$ cat config.mk
export PLATFORM = sky130hd
export DESIGN_NAME = pt_walker
export DESIGN_NICKNAME = d
export VERILOG_FILES = /design/src/rtl/pw_pkg.sv /design/src/rtl/pw_addr_gen.sv /design/src/rtl/pw_pte_eval.sv /design/src/rtl/pw_fsm.sv /design/src/rtl/pt_walker.sv
export SDC_FILE = /design/constraint.sdc
export NUM_CORES = 1
export LEC_CHECK = 0
export ABC_AREA = 1
export BUFFER_PORTS_ARGS = -buffer_cell sky130_fd_sc_hd__buf_2
export CORE_MARGIN = 2
export CORE_UTILIZATION = 49
export CTS_BUF_LIST = sky130_fd_sc_hd__clkbuf_8
export DETAILED_ROUTE_END_ITERATION = 8
export GPL_ROUTABILITY_DRIVEN = 0
export PLACE_DENSITY = 0.81
export REMOVE_ABC_BUFFERS = 1
export SLEW_MARGIN = 40
export SYNTH_ARGS = -nofsm -noshare
export SYNTH_HDL_FRONTEND = slang
export SYNTH_SLANG_ARGS = --single-unit
$ cat constraint.sdc
create_clock -name clk_i -period 1.7 [get_ports clk_i]
set_input_delay 0.085 -clock clk_i [delete_from_list [all_inputs] [get_ports clk_i]]
set_output_delay 0.085 -clock clk_i [all_outputs]
set_load 0.01 [all_outputs]
$ cat src/rtl/pw_pkg.sv
package pw_pkg;
  localparam int PTE_W      = 32;
  localparam int PTE_V_BIT  = 31;
  localparam int PTE_D_BIT  = 30;
  localparam int PTE_R_BIT  = 29;
  localparam int PTE_WP_BIT = 28;

  typedef enum logic [2:0] {
    ST_IDLE,
    ST_CHECK_LIMIT,
    ST_READ_REQ,
    ST_READ_WAIT,
    ST_UPDATE_WRITE,
    ST_RESPOND
  } pw_state_e;

  typedef enum logic [1:0] {
    PW_OK         = 2'd0,
    PW_PAGE_FAULT = 2'd1,
    PW_PROT_FAULT = 2'd2,
    PW_RANGE      = 2'd3
  } pw_status_e;
endpackage

$ cat src/rtl/pw_addr_gen.sv
module pw_addr_gen #(
  parameter int VPN_W = 21,
  parameter int PA_W  = 32
) (
  input  logic [PA_W-1:0]  base_i,
  input  logic [VPN_W-1:0] vpn_i,
  input  logic [VPN_W-1:0] limit_i,
  output logic [PA_W-1:0]  addr_o,
  output logic             over_limit_o
);
  localparam int ENTRY_SHIFT = $clog2(pw_pkg::PTE_W / 8);

  logic [PA_W-1:0] vpn_ext;

  assign vpn_ext      = PA_W'(vpn_i);
  assign addr_o       = base_i + (vpn_ext << ENTRY_SHIFT);
  assign over_limit_o = vpn_i > limit_i;
endmodule

$ cat src/rtl/pw_pte_eval.sv
module pw_pte_eval
  import pw_pkg::*;
#(
  parameter int PPN_W = 21
) (
  input  logic [PTE_W-1:0] pte_i,
  input  logic             is_write_i,
  output pw_status_e       status_o,
  output logic             need_wb_o,
  output logic [PTE_W-1:0] wb_data_o,
  output logic [PPN_W-1:0] ppn_o
);
  logic allowed;

  always_comb begin
    if (!pte_i[PTE_V_BIT])                      status_o = PW_PAGE_FAULT;
    else if (is_write_i && pte_i[PTE_WP_BIT])   status_o = PW_PROT_FAULT;
    else                                        status_o = PW_OK;
  end

  assign allowed   = (status_o == PW_OK);
  // write-back only when a tracking bit actually changes
  assign need_wb_o = allowed && (!pte_i[PTE_R_BIT] || (is_write_i && !pte_i[PTE_D_BIT]));

  always_comb begin
    wb_data_o = pte_i;
    wb_data_o[PTE_R_BIT] = 1'b1;
    if (is_write_i) wb_data_o[PTE_D_BIT] = 1'b1;
  end

  assign ppn_o = allowed ? pte_i[PPN_W-1:0] : '0;
endmodule

$ cat src/rtl/pw_fsm.sv
module pw_fsm
  import pw_pkg::*;
(
  input  logic      clk_i,
  input  logic      rst_ni,
  input  logic      req_valid_i,
  input  logic      over_limit_i,
  input  logic      mem_req_ready_i,
  input  logic      mem_rsp_valid_i,
  input  logic      need_wb_i,
  input  logic      rsp_ready_i,
  output pw_state_e state_o
);
  pw_state_e state_q, state_d;

  always_comb begin
    state_d = state_q;
    unique case (state_q)
      ST_IDLE:         if (req_valid_i) state_d = ST_CHECK_LIMIT;
      ST_CHECK_LIMIT:  state_d = over_limit_i ? ST_RESPOND : ST_READ_REQ;
      ST_READ_REQ:     if (mem_req_ready_i) state_d = ST_READ_WAIT;
      ST_READ_WAIT:    if (mem_rsp_valid_i) state_d = need_wb_i ? ST_UPDATE_WRITE : ST_RESPOND;
      ST_UPDATE_WRITE: if (mem_req_ready_i) state_d = ST_RESPOND;
      ST_RESPOND:      if (rsp_ready_i) state_d = ST_IDLE;
      default:         state_d = ST_IDLE;
    endcase
  end

  always_ff @(posedge clk_i or negedge rst_ni) begin
    if (!rst_ni) state_q <= ST_IDLE;
    else         state_q <= state_d;
  end

  assign state_o = state_q;
endmodule

$ cat src/rtl/pt_walker.sv
module pt_walker
  import pw_pkg::*;
#(
  parameter int VPN_W = 21,
  parameter int OFF_W = 11,
  parameter int PA_W  = 32,
  parameter int PPN_W = 21
) (
  input  logic             clk_i,
  input  logic             rst_ni,
  input  logic             req_valid_i,
  output logic             req_ready_o,
  input  logic [VPN_W-1:0] req_vpn_i,
  input  logic             req_write_i,
  input  logic [PA_W-1:0]  pt_base_i,
  input  logic [VPN_W-1:0] pt_limit_i,
  output logic             rsp_valid_o,
  input  logic             rsp_ready_i,
  output logic [1:0]       rsp_status_o,
  output logic [PPN_W-1:0] rsp_ppn_o,
  output logic             pf_irq_o,
  output logic             mem_req_valid_o,
  input  logic             mem_req_ready_i,
  output logic             mem_req_we_o,
  output logic [PA_W-1:0]  mem_req_addr_o,
  output logic [31:0]      mem_req_wdata_o,
  input  logic             mem_rsp_valid_i,
  input  logic [31:0]      mem_rsp_rdata_i
);
  // virtual address width implied by the split; page offset is not used here
  localparam int VA_W = VPN_W + OFF_W;

  pw_state_e        state;
  logic [VPN_W-1:0] vpn_q, limit_q;
  logic [PA_W-1:0]  base_q;
  logic             wr_q;
  logic [PTE_W-1:0] wb_q;
  pw_status_e       status_q;
  logic [PPN_W-1:0] ppn_q;
  logic             irq_q;

  logic [PA_W-1:0]  entry_addr;
  logic             over_limit;
  pw_status_e       eval_status;
  logic             need_wb;
  logic [PTE_W-1:0] wb_data;
  logic [PPN_W-1:0] eval_ppn;
  logic             accept, rd_done;

  pw_addr_gen #(.VPN_W(VPN_W), .PA_W(PA_W)) u_addr (
    .base_i      (base_q),
    .vpn_i       (vpn_q),
    .limit_i     (limit_q),
    .addr_o      (entry_addr),
    .over_limit_o(over_limit)
  );

  pw_pte_eval #(.PPN_W(PPN_W)) u_eval (
    .pte_i     (mem_rsp_rdata_i),
    .is_write_i(wr_q),
    .status_o  (eval_status),
    .need_wb_o (need_wb),
    .wb_data_o (wb_data),
    .ppn_o     (eval_ppn)
  );

  pw_fsm u_fsm (
    .clk_i          (clk_i),
    .rst_ni         (rst_ni),
    .req_valid_i    (req_valid_i),
    .over_limit_i   (over_limit),
    .mem_req_ready_i(mem_req_ready_i),
    .mem_rsp_valid_i(mem_rsp_valid_i),
    .need_wb_i      (need_wb),
    .rsp_ready_i    (rsp_ready_i),
    .state_o        (state)
  );

  assign accept  = (state == ST_IDLE) && req_valid_i;
  assign rd_done = (state == ST_READ_WAIT) && mem_rsp_valid_i;

  always_ff @(posedge clk_i or negedge rst_ni) begin
    if (!rst_ni) begin
      vpn_q   <= '0;
      limit_q <= '0;
      base_q  <= '0;
      wr_q    <= 1'b0;
    end else if (accept) begin
      vpn_q   <= req_vpn_i;
      limit_q <= pt_limit_i;
      base_q  <= pt_base_i;
      wr_q    <= req_write_i;
    end
  end

  always_ff @(posedge clk_i or negedge rst_ni) begin
    if (!rst_ni) begin
      status_q <= PW_OK;
      ppn_q    <= '0;
      wb_q     <= '0;
      irq_q    <= 1'b0;
    end else begin
      irq_q <= rd_done && (eval_status == PW_PAGE_FAULT);
      if (state == ST_CHECK_LIMIT && over_limit) begin
        status_q <= PW_RANGE;
        ppn_q    <= '0;
      end else if (rd_done) begin
        status_q <= eval_status;
        ppn_q    <= eval_ppn;
        wb_q     <= wb_data;
      end
    end
  end

  assign req_ready_o     = (state == ST_IDLE);
  assign mem_req_valid_o = (state == ST_READ_REQ) || (state == ST_UPDATE_WRITE);
  assign mem_req_we_o    = (state == ST_UPDATE_WRITE);
  assign mem_req_addr_o  = entry_addr;
  assign mem_req_wdata_o = (state == ST_UPDATE_WRITE) ? wb_q : '0;
  assign rsp_valid_o     = (state == ST_RESPOND);
  assign rsp_status_o    = status_q;
  assign rsp_ppn_o       = ppn_q;
  assign pf_irq_o        = irq_q;
endmodule

==> metrics.txt, run 1 <==
run status=stopped before the end; halt point of the flow=global routing (5_1_grt); Err=[ERROR GRT-0232] Routing congestion too high. Check the congestion heatmap in the GUI.; PortBufs=204; Top FF cell, synth=dfrtp_1; largest net degree at the start of global routing=55; Mapped Cells=883; cts bufs inserted=17; I/O Pins=205; syn_area_per_cell=8.501 sq um; Die Wd=127.8 microns; #FFs+latches synth=134; clk buf depth=2; Worst EP kind=top-level output; mapped cell area=0.007506 sq mm; Post-synth EDFFs=0; grt total ovfl=15; Initial Utilization=49.74%; Async SR Flop Fraction=100.0%; initial antenna violation count=6; Yosys cell types=40; sequential area share after synthesis=44.67%; GRT repair_timing worst endpoint=mem_req_addr_o[29]; # clock sinks=134; GRT Resource Usage Total=77.35%; H-tree depth=4; Site Rows=45; Die Ht=127.8 microns; Root Driver=clkbuf_8; detailed placer's ending HPWL=15,150 microns; yosys warns=0
[synthesized netlist by cell type (2+ instances only)]
master	n	share of area, %
buf_6	14	2.1
a21o_1	5	0.50
nor4_1	2	0.17
nand2_1	164	8.2
xnor2_1	5	0.58
nand3_1	47	3.1
inv_2	5	0.25
dfrtp_1	134	45
nor3_1	10	0.67
inv_1	110	5.5
o21ai_1	20	1.3
ha_1	42	7.0
o21a_1	2	0.20
o21bai_1	3	0.30
a21oi_1	65	4.3
nand2_2	2	0.17
nor2_2	5	0.42
nand4_1	6	0.50
o21ai_0	49	3.3
buf_4	3	0.30
nor2_1	105	5.3
buf_2	7	0.47
mux2_1	44	6.6
xor2_1	14	1.6
nor2_4	2	0.30
clkbuf_1	4	0.20
[timing repair]
item                                    in CTS
cloned                                       4
buffers inserted                            37
resized for setup                          209
endpoints found under the setup margin      84
hold endpoints to repair                   267
hold buffers                               110
pin swaps                                   81
[stage by stage]
| step | setup slack [ps] | hold WS (ps) | cells | instance area, sq um |
|---|---|---|---|---|
| detailed placement | -451.8 | 47.10 | 1346 | 9360 |
| global placement | -356.5 | 48.49 | 1346 | 9360 |
| floorplan | -392.7 | -210.6 | 854 | 7272 |
| CTS | -748.1 | 96.54 | 1525 | 12190 |
[kinds of logic after synthesis]
logic type	share of synthesized area, %
buffers and inverters	8.868
muxes	6.601
xor gates and xnor gates	2.217
and+or+nand+nor	19.89
DFF	44.67
adders and majority gates	7.268
AOI/OAI and AO/OA	10.49
[per-layer routing]
metal  overflow  global-route usage [%]
met1          1                   73.07
met2          5                   93.02
met3          1                   69.12
met4          8                   76.79
met5          0                   35.60
==> run 2, diff against run 1 <==
- CORE_UTILIZATION: 49 -> 40
- CTS_BUF_LIST: sky130_fd_sc_hd__clkbuf_8 -> unset
- PLACE_DENSITY: 0.81 -> unset
- PLACE_DENSITY_LB_ADDON: unset -> 0.15
- clock period: 1.7 -> 2.2 ns (I/O delays scaled with it)
==> run 2 against run 1 <==
The flow now finishes, with violations (setup timing); synthesized cell count stayed put; synthesized area stayed put.
==> metrics.txt, run 2 <==
run status=complete, but fails checks; failing checks=setup timing; r2r setup slk=30 ps; mapped cell area=0.007506 sq mm; layout cell share with drive strength beyond 1=37.66%; Die Wd=141.0 microns; Worst Path Max Fanout=4; CP Cell Sequence=ha_2 -> inv_2 -> fa_2 -> o21ai_4 -> nand2_1 -> nand2_2 -> nand3_2 -> nand3_4 -> xor2_1 -> buf_2; Root Driver=clkbuf_16; PnR worst setup slack=-212.1 ps; DRT Pass-1 Iters=5; crit path kind=register to output pin; Post-synth EDFFs=0; Seq pwr share=21.7%; Reg2Reg Depth=13; CP Capture Type=output pin; largest cells by area after synthesis=dfrtp_1 45%, nand2_1 8.2%, ha_1 7.0%, mux2_1 6.6%, inv_1 5.5%; syn_area_per_cell=8.501 sq um; #FFs+latches synth=134; combinational share of power=63.7%; hold_ws=50.93 ps; GRT Resource Usage Total=22.29%; RSZ-0062 raised after global routing=yes; DR WL/cell=15.37 microns; most common cell after layout, fill and taps aside=buf_2; routed vias=7,181; Core ar.=0.01858 sq mm; # clock sinks=134; Top FF cell, synth=dfrtp_1; Hold Crit Depth=3; met2 wire length=11,570 microns; Initial Utilization=40.40%; clock network power share=14.6%; reg-to-reg critical path startpoint=vpn_q[16]$_DFFE_PN0P_; fmax=414.6 MHz; H-tree depth=4; FF-to-FF End=rsp_ppn_o[1]$_DFFE_PN0P_; antenna cell count=0; main combinational cell family by area after synthesis=simple AND/OR/NAND/NOR gates; most common cell in the netlist=nand2_1; slew at the pin with the worst max-slew slack=842.8 ps; final non-filler cell area=0.01180 sq mm; Die ar.=0.01988 sq mm; Yosys cell types=40; Max Cap Viol=0; CTS tree=built; slowest CP cell=fa_2; critical path startpoint category=register; Pwr per Cell Area=1749 mW/mm^2; I/O Pins=205; Nets=1,407; Post-Synth Simple-Gate Area=19.89%; Slew Viols, Final=0; PortBufs=204; min Tclk post-route=2412 ps; CP required=2090 ps; metal3 WL=1284 microns; sequential area share after synthesis=44.67%; Die Ht=141.0 microns; grt total ovfl=0; placed standard-cell area=0.008725 sq mm; Compound-Gate Fraction of Synth Area=10.49%; worst path bufs/invs=2; max layer used=met4; post-route antenna net violation count=0; Mapped Cells=883; worst hold path class=primary input to register; detailed placer's ending HPWL=14,560 microns; total wire length=23,030 microns; vias in the first global route=7,217; Period Utilization, post-route=109.6%; slowest stage delay, CP=370 ps; DRC=0; worst-skew pair later-pin latency=420 ps; Lkg Pwr=5.835 nW; Site Rows=50; initial antenna violation count=0; Relative slew margins=43.51%; Sw Share=44.73%; Hold EP=wr_q$_DFFE_PN0P_; final hold violations=0; share of the synthesized area in the top cell type=44.67%; sw power=9.236 mW; post-synth top area cell=dfrtp_1; Multi-input gate area=0.004434 sq mm; clk buf depth=2; Sequential Area=0.003356 sq mm; Internal=11.41 mW; yosys warns=0; filler instances=1,543; CTS clk-pin slew, worst paths=60 ps; post-synthesis mux area share=6.601%; synthesis-to-finish area growth=57.26%; Iter 0 DRT Violations=267; most frequent cells in the layout=203 x buf_2, 132 x dfrtp_1, 123 x nand2_1; adder-cell share of the synthesized area=7.268%; Arrival @ worst endpoint=2300 ps; hold_sp=req_valid_i; xor and xnor area share after synthesis=2.217%; Async SR Flop Fraction=100.0%; global-route wire length before repair=35,390 microns; family with the most delay on the worst path=adder cells; biggest regs=base_q: 32 flops, wb_q: 32 flops; peak supply drop=0.7082 mV; wl on met1=9787 microns; cts bufs inserted=17; Vias/cell=4.794; final worst clock skew=12.52 ps; largest net degree at the start of global routing=103; final setup fails=18; commonest cells in the netlist=164 x nand2_1, 134 x dfrtp_1, 110 x inv_1
-- run 2: cell counts after synthesis --
No cell type changed its count.
-- run 2: stage by stage --
step	TNS (ps)	std cells	total power, mW	utilization [%]	worst slack [ps]
floorplan	0	854	10.22	-	107.3
global placement	0	1303	13.33	46.96	95.58
detailed placement	0	1303	13.44	46.96	55.91
CTS	-2095	1480	18.82	60.19	-185.1
global route	-5175	1498	22.22	63.53	-301.3
finish	-2048	1498	20.65	63.53	-212.1
-- run 2: cell families (layout without fill, tap and decap cells) --
kind of cell / after synthesis / count (layout)
xor+xnor: 19 / 19
mux: 44 / 44
buf+inv: 144 / 522
fa+ha+maj: 43 / 43
flops: 134 / 134
simple gates: 350 / 353
compound gates: 149 / 149
-- run 2: what timing repair did --
item,in CTS,in global routing
pin swaps,37,66
endpoints found under the setup margin,24,49
resized for setup,98,108
hold buffers,108,0
cloned,0,3
hold endpoints to repair,177,0
setup buffers,37,15
-- run 2: area by class of cell --
type / instances / area share, %
Clock inverter: 15 / 1.611
Multi-Input combinational cell: 608 / 37.57
Sequential cell: 134 / 28.43
Clock buffer: 17 / 3.604
Tap cell: 234 / 2.480
Inverter: 115 / 3.657
Timing Repair Buffer: 375 / 22.65
-- run 2: worst reg2reg max path, delay by kind of cell (launching register included) --
family	cells	cell delay [ps]
AOI/OAI and AO/OA	1	90
adders and majority gates	1	270
buffers and inverters	3	420
DFF	1	420
and+or+nand+nor	8	840
-- run 2: how the worst max path moves through the flow --
stage	start	to	slack [ps]	depth (start not counted)
6_report	vpn_q[0]$_DFFE_PN0P_	mem_req_addr_o[24]	-210	10
5_1_grt	base_q[2]$_DFFE_PN0P_	mem_req_addr_o[28]	-300	12
4_1_cts	vpn_q[0]$_DFFE_PN0P_	mem_req_addr_o[18]	-190	10
3_5_place_dp	base_q[2]$_DFFE_PN0P_	mem_req_addr_o[18]	60	11
3_3_place_gp	base_q[2]$_DFFE_PN0P_	mem_req_addr_o[18]	100	11
2_1_floorplan	wr_q$_DFFE_PN0P_	u_fsm.state_o[0]$_DFFE_PN0P_	110	8
-- run 2: layer usage --
layer | vias to the layer above | track usage (%)
li1 | 3599 | -
met1 | 3349 | 27.43
met2 | 207 | 38.72
met3 | 26 | 5.808
met4 | 0 | 6.368
met5 | - | 0
-- run 2: power by group through the flow --
stage | Combinational (mW) | Sequential (mW) | Clock (mW)
2_1_floorplan | 5.92 | 4.30 | 0
3_5_place_dp | 9.06 | 4.38 | 0
4_1_cts | 11.3 | 4.46 | 3.09
3_3_place_gp | 8.97 | 4.36 | 0
6_report | 13.2 | 4.48 | 3.02
5_1_grt | 14.4 | 4.63 | 3.21
(Power assumes the default switching activity.)
==> run 3, diff against run 2 <==
- ABC_AREA: 1 -> unset
==> run 3 against run 2 <==
Utilization hardly changed; design area is 7.5% lower; the flow still finishes with violations (setup timing); register-to-register slack worse by 350 ps; clock power is 7.6% lower; highest routed layer unchanged; non-clock buffer count is 31 higher; final cell count is 12% lower; global-route usage is 0.50 points lower; clock-buffer cell count is 3 higher; synthesized cell count is 21% lower.
==> metrics.txt, run 3 <==
CP required=2090 ps; RSZ-0062 raised after global routing=yes; cts bufs inserted=17; hold_ws=104.5 ps; biggest regs=base_q: 32 flops, wb_q: 32 flops; most common cell in the netlist=nand2_1; # clock sinks=134; routed vias=6,404; detailed placer's ending HPWL=12,980 microns; Nets=1,243; peak supply drop=1.414 mV; #FFs+latches synth=134; post-route insts no fill=1,325; Sequential Area=0.003353 sq mm; yosys warns=0; sequential area share after synthesis=48.21%; largest cells by area after synthesis=dfrtp_1 48%, mux2_2 8.3%, ha_1 7.6%, nand2_1 7.4%, and2_1 3.1%; post-route antenna net violation count=0; vias in the first global route=6,627; Relative slew margins=63.16%; clk buf depth=2; crit path kind=register to output pin; Yosys cell types=45; Vias/cell=4.833; Core ar.=0.01718 sq mm; total wire length=19,790 microns; global-route wire length before repair=31,650 microns; most common cell after layout, fill and taps aside=buf_2; syn_area_per_cell=9.979 sq um; cell seen most often among critical-path stages=o31a_1; Period Utilization, post-route=141.0%; CTS tree=built; Mapped Cells=697; critical path startpoint category=register; most frequent cells in the layout=203 x buf_2, 135 x nand2_1, 134 x dfrtp_1; PortBufs=204; Max Cap Viol=0; I/O Pins=205; slew at the pin with the worst max-slew slack=552.5 ps; Top FF cell, synth=dfrtp_1; commonest cells in the netlist=138 x nand2_1, 134 x dfrtp_1, 51 x mux2_2; CP Cell Sequence=ha_2 -> inv_2 -> fa_2 -> nor2b_2 -> o31a_1 -> o31a_1 -> o41ai_4 -> o31ai_1 -> buf_4 -> nand4_1 -> xnor2_1 -> buf_2; layout cell share with drive strength beyond 1=39.09%; Async SR Flop Fraction=100.0%; GRT Resource Usage Total=21.79%; final setup fails=49; Site Rows=48; post-synth top area cell=dfrtp_1; Multi-input gate area=0.003618 sq mm; run status=complete, but fails checks; Root Driver=clkbuf_16; DRC=0; Die ar.=0.01846 sq mm; mapped cell area=0.006955 sq mm; Die Ht=135.9 microns; failing checks=setup timing; CP Capture Type=output pin; Pwr per Cell Area=1693 mW/mm^2; family with the most delay on the worst path=compound AO/OA/AOI/OAI gates; CTS clk-pin slew, worst paths=60 ps; DRT Pass-1 Iters=7; synthesis-to-finish area growth=56.90%; Arrival @ worst endpoint=2990 ps; Initial Utilization=40.49%; DR WL/cell=14.94 microns; filler instances=1,399; PnR worst setup slack=-902.2 ps; largest net degree at the start of global routing=58; worst path bufs/invs=3; final worst clock skew=13.28 ps; Die Wd=135.9 microns; worst-skew pair later-pin latency=420 ps; fmax=322.4 MHz; final hold violations=0; Lkg Pwr=5.495 nW; H-tree depth=4; grt total ovfl=0; min Tclk post-route=3102 ps; dpl cells=1,171; Worst Path Max Fanout=4; slowest CP cell=o41ai_4; Post-synth EDFFs=0; antenna cell count=0; Slew Viols, Final=0; share of the synthesized area in the top cell type=48.21%; slowest stage delay, CP=410 ps; Iter 0 DRT Violations=314; initial antenna violation count=0; worst hold path class=primary input to register
-- run 3: path summary, 6_finish.rpt --
kind / startpoint / to / slack [ps] / depth (start not counted)
setup / recovery: base_q[2]$_DFFE_PN0P_ / mem_req_addr_o[26] / -900 / 12
hold / removal: req_valid_i / wr_q$_DFFE_PN0P_ / 100 / 3
setup reg to reg: vpn_q[16]$_DFFE_PN0P_ / rsp_ppn_o[3]$_DFFE_PN0P_ / -320 / 10
hold reg to reg: wb_q[29]$_DFFE_PN0P_ / wb_q[29]$_DFFE_PN0P_ / 460 / 1
max in group asynchronous: rst_ni / base_q[12]$_DFFE_PN0P_ / 1260 / 3
min in group asynchronous: rst_ni / base_q[19]$_DFFE_PN0P_ / 220 / 2
-- run 3: logic make-up after synthesis --
| group | Yosys count | synth area share, % |
|---|---|---|
| buf+inv | 66 | 3.886 |
| flops | 134 | 48.21 |
| simple gates | 239 | 15.49 |
| mux | 52 | 8.401 |
| xor+xnor | 26 | 3.274 |
| fa+ha+maj | 43 | 7.843 |
| compound gates | 137 | 12.90 |
-- run 3: cell type report --
cell class / instances / share of cell area, %
tap: 225 / 2.580
multi-input combinational: 497 / 33.16
sequential: 134 / 30.73
clock inverter: 12 / 1.066
inverter: 31 / 1.066
clock buffer: 20 / 4.277
timing repair buffer: 406 / 27.13
-- run 3: what timing repair did --
action	4_1_cts	5_1_grt
pin swaps	41	21
endpoints found under the hold margin	185	0
resized for setup	52	14
hold buffers	110	0
setup buffers	9	5
gates cloned	3	0
setup endpoints to repair	51	51
-- run 3: where the power goes --
| group | internal [mW] | switching, mW | total, mW |
|---|---|---|---|
| clock | 1.66 | 1.13 | 2.79 |
| combinational | 5.77 | 5.54 | 11.3 |
| sequential | 3.65 | 0.734 | 4.38 |
| total | 11.1 | 7.40 | 18.5 |
-- run 3: layer usage --
metal  vias to the layer above  routed length, microns  global-route usage (%)
li1                       3169                       -                       -
met1                      3026                    8589                   25.59
met2                       186                    9787                   39.39
met3                        23                    1144                   6.152
met4                         0                     269                   5.093
met5                         -                       0                       0
-- run 3: stage by stage --
step	setup slack, ps	setup TNS, ps	cell area (sq um)	util, %	total power [mW]
floorplan	-1149	-99940	6802	-	9.997
global placement	-464.0	-14300	8770	51.06	14.06
detailed placement	-470.8	-15880	8770	51.06	14.14
CTS	-859.6	-21330	10840	63.10	18.26
global route	-1026	-27150	10910	63.53	19.96
finish	-902.2	-21190	10910	63.53	18.48
-- run 3: worst min-delay path: stages --
cell and delay (ps):
buf_2 90, and2_4 190, o21ai_0 90
==> run 4, diff against run 3 <==
- PLACE_DENSITY_LB_ADDON: 0.15 -> unset
==> run 4 against run 3 <==
The run still ends with setup timing left; combinational power hardly changed; design area fell by 0.26%; final cell count unchanged; clock power hardly changed; routed wire length rose by 1.5%; via count is 1.1% higher; non-clock buffer count stayed put; maximum frequency is 3.0% higher; utilization down 0.17 points; sequential cell count did not move; hold slack better by 52 ps; die area did not move; largest power group unchanged.
==> metrics.txt, run 4 (synthesis gave the netlist of run 3 again) <==
run status=complete, but fails checks; failing checks=setup timing; Site Rows=48; worst-skew pair later-pin latency=430 ps; final hold violations=0; final setup fails=47; global-route wire length before repair=32,710 microns; dpl cells=1,176; crit path kind=register to output pin; clock network power share=15.3%; total wire length=20,090 microns; combinational share of power=61.3%; Hold EP=u_fsm.state_o[0]$_DFFE_PN0P_; Initial Utilization=40.49%; grt total ovfl=0; PnR worst setup slack=-812.8 ps; Hold Crit Depth=5; CP Cell Sequence=ha_1 -> buf_4 -> a21oi_1 -> o21ai_0 -> buf_4 -> o41ai_4 -> o31ai_1 -> buf_4 -> nand4_1 -> xnor2_1 -> buf_2; Die ar.=0.01846 sq mm; slew at the pin with the worst max-slew slack=607.7 ps; CTS clk-pin slew, worst paths=60 ps; Iter 0 DRT Violations=184; Die Ht=135.9 microns; Reg2Reg Depth=10; Relative slew margins=59.49%; fmax=331.9 MHz; most common cell after layout, fill and taps aside=buf_2; DRT Pass-1 Iters=4; slowest CP cell=o41ai_4; # clock sinks=134; layout cell share with drive strength beyond 1=38.82%; antenna cell count=0; CP required=2090 ps; CTS tree=built; Period Utilization, post-route=136.9%; biggest regs=base_q: 32 flops, wb_q: 32 flops; family with the most delay on the worst path=compound AO/OA/AOI/OAI gates; critical path startpoint category=register; vias in the first global route=6,737; Vias/cell=4.888; Die Wd=135.9 microns; synthesis-to-finish area growth=56.49%; DRC=0; H-tree depth=4; post-route insts no fill=1,325; Core ar.=0.01718 sq mm; Lkg Pwr=5.477 nW; Multi-input gate area=0.003596 sq mm; post-route antenna net violation count=0; PortBufs=204; DR WL/cell=15.16 microns; Slew Viols, Final=0; cell seen most often among critical-path stages=buf_4; Root Driver=clkbuf_16; Internal=10.99 mW; final core occ=63.37%; r2r setup slk=-340 ps; slowest stage delay, CP=410 ps; most frequent cells in the layout=203 x buf_2, 135 x nand2_1, 134 x dfrtp_1; Nets=1,243; Max Cap Viol=0; hold_sp=req_valid_i; hold_ws=156.6 ps; Sequential Area=0.003353 sq mm; RSZ-0062 raised after global routing=yes; peak supply drop=1.557 mV; Seq pwr share=23.5%; worst hold path class=primary input to register; clk buf depth=2; Sw Share=40.66%; CP Capture Type=output pin; FF-to-FF End=rsp_ppn_o[9]$_DFFE_PN0P_; sw power=7.528 mW; final worst clock skew=10.16 ps; filler instances=1,415; Worst Path Max Fanout=4; reg-to-reg critical path startpoint=vpn_q[6]$_DFFE_PN0P_; GRT Resource Usage Total=22.84%; largest net degree at the start of global routing=64; initial antenna violation count=0; Pwr per Cell Area=1701 mW/mm^2; total power draw=18.52 mW; routed vias=6,476; Arrival @ worst endpoint=2900 ps; worst path bufs/invs=4; I/O Pins=205; cts bufs inserted=17; detailed placer's ending HPWL=13,370 microns; min Tclk post-route=3013 ps; setup TNS=-21,570 ps
-- run 4: changes by cell type in the layout (fill, tap and decap cells not counted), moves of 2 or more --
cell,change
inv_8,+4
a21oi_2,-2
clkbuf_8,-3
a21oi_1,+3
clkinv_2,-2
-- run 4: worst register-to-register path, stage by stage, from the launching register on --
cell and delay (ps):
dfrtp_1 420, buf_6 140, ha_4 260, nand4_1 170, or4_4 500, a21oi_2 140
a211o_1 210, a21oi_4 90, buf_6 150, buf_16 130, a22o_1 230
-- run 4: area by class of cell --
type | instances | area share, %
clock buffers | 17 | 3.908
clock inverters | 15 | 1.471
inverters | 31 | 1.069
multi-input cells | 497 | 33.04
flip-flops and latches | 134 | 30.81
well taps | 225 | 2.587
repair buffers | 406 | 27.12
-- run 4: metal layers --
metal / track usage (%) / vias up / wire (microns)
li1: - / 3169 / -
met1: 27.32 / 3088 / 8489
met2: 39.31 / 192 / 9900
met3: 6.600 / 27 / 1297
met4: 7.986 / 0 / 402
met5: 0 / - / 0
-- run 4: worst max-delay path by stage --
stage / startpoint / end / slack, ps / depth (start not counted)
finish: vpn_q[7]$_DFFE_PN0P_ / mem_req_addr_o[28] / -810 / 11
floorplan: u_fsm.state_o[0]$_DFFE_PN0P_ / base_q[0]$_DFFE_PN0P_ / -1150 / 3
global placement: base_q[2]$_DFFE_PN0P_ / mem_req_addr_o[28] / -420 / 12
CTS: base_q[2]$_DFFE_PN0P_ / mem_req_addr_o[28] / -840 / 12
global route: base_q[2]$_DFFE_PN0P_ / mem_req_addr_o[26] / -1000 / 12
detailed placement: base_q[2]$_DFFE_PN0P_ / mem_req_addr_o[28] / -470 / 12
-- run 4: per-stage QoR --
stage / setup slack [ps] / cell area (sq um)
after floorplan: -1149 / 6802
after global placement: -416.6 / 8807
after detailed placement: -467.7 / 8807
after CTS: -835.5 / 10790
after global routing: -1002 / 10880
final: -812.8 / 10880
-- run 4: power groups by stage --
stage | logic [mW] | registers [mW] | clock network [mW]
after detailed placement | 9.94 | 4.33 | 0
after global placement | 9.83 | 4.33 | 0
after floorplan | 5.67 | 4.32 | 0
after CTS | 11.0 | 4.34 | 2.90
final | 11.3 | 4.35 | 2.82
after global routing | 12.5 | 4.52 | 3.01
-- run 4: timing repair --
item / CTS / global route
gates cloned: 3 / 0
gates resized for setup: 45 / 17
pin swaps: 41 / 8
setup buffers: 6 / 3
setup endpoints to repair: 51 / 52
hold endpoints to repair: 191 / 0
hold buffers: 110 / 0
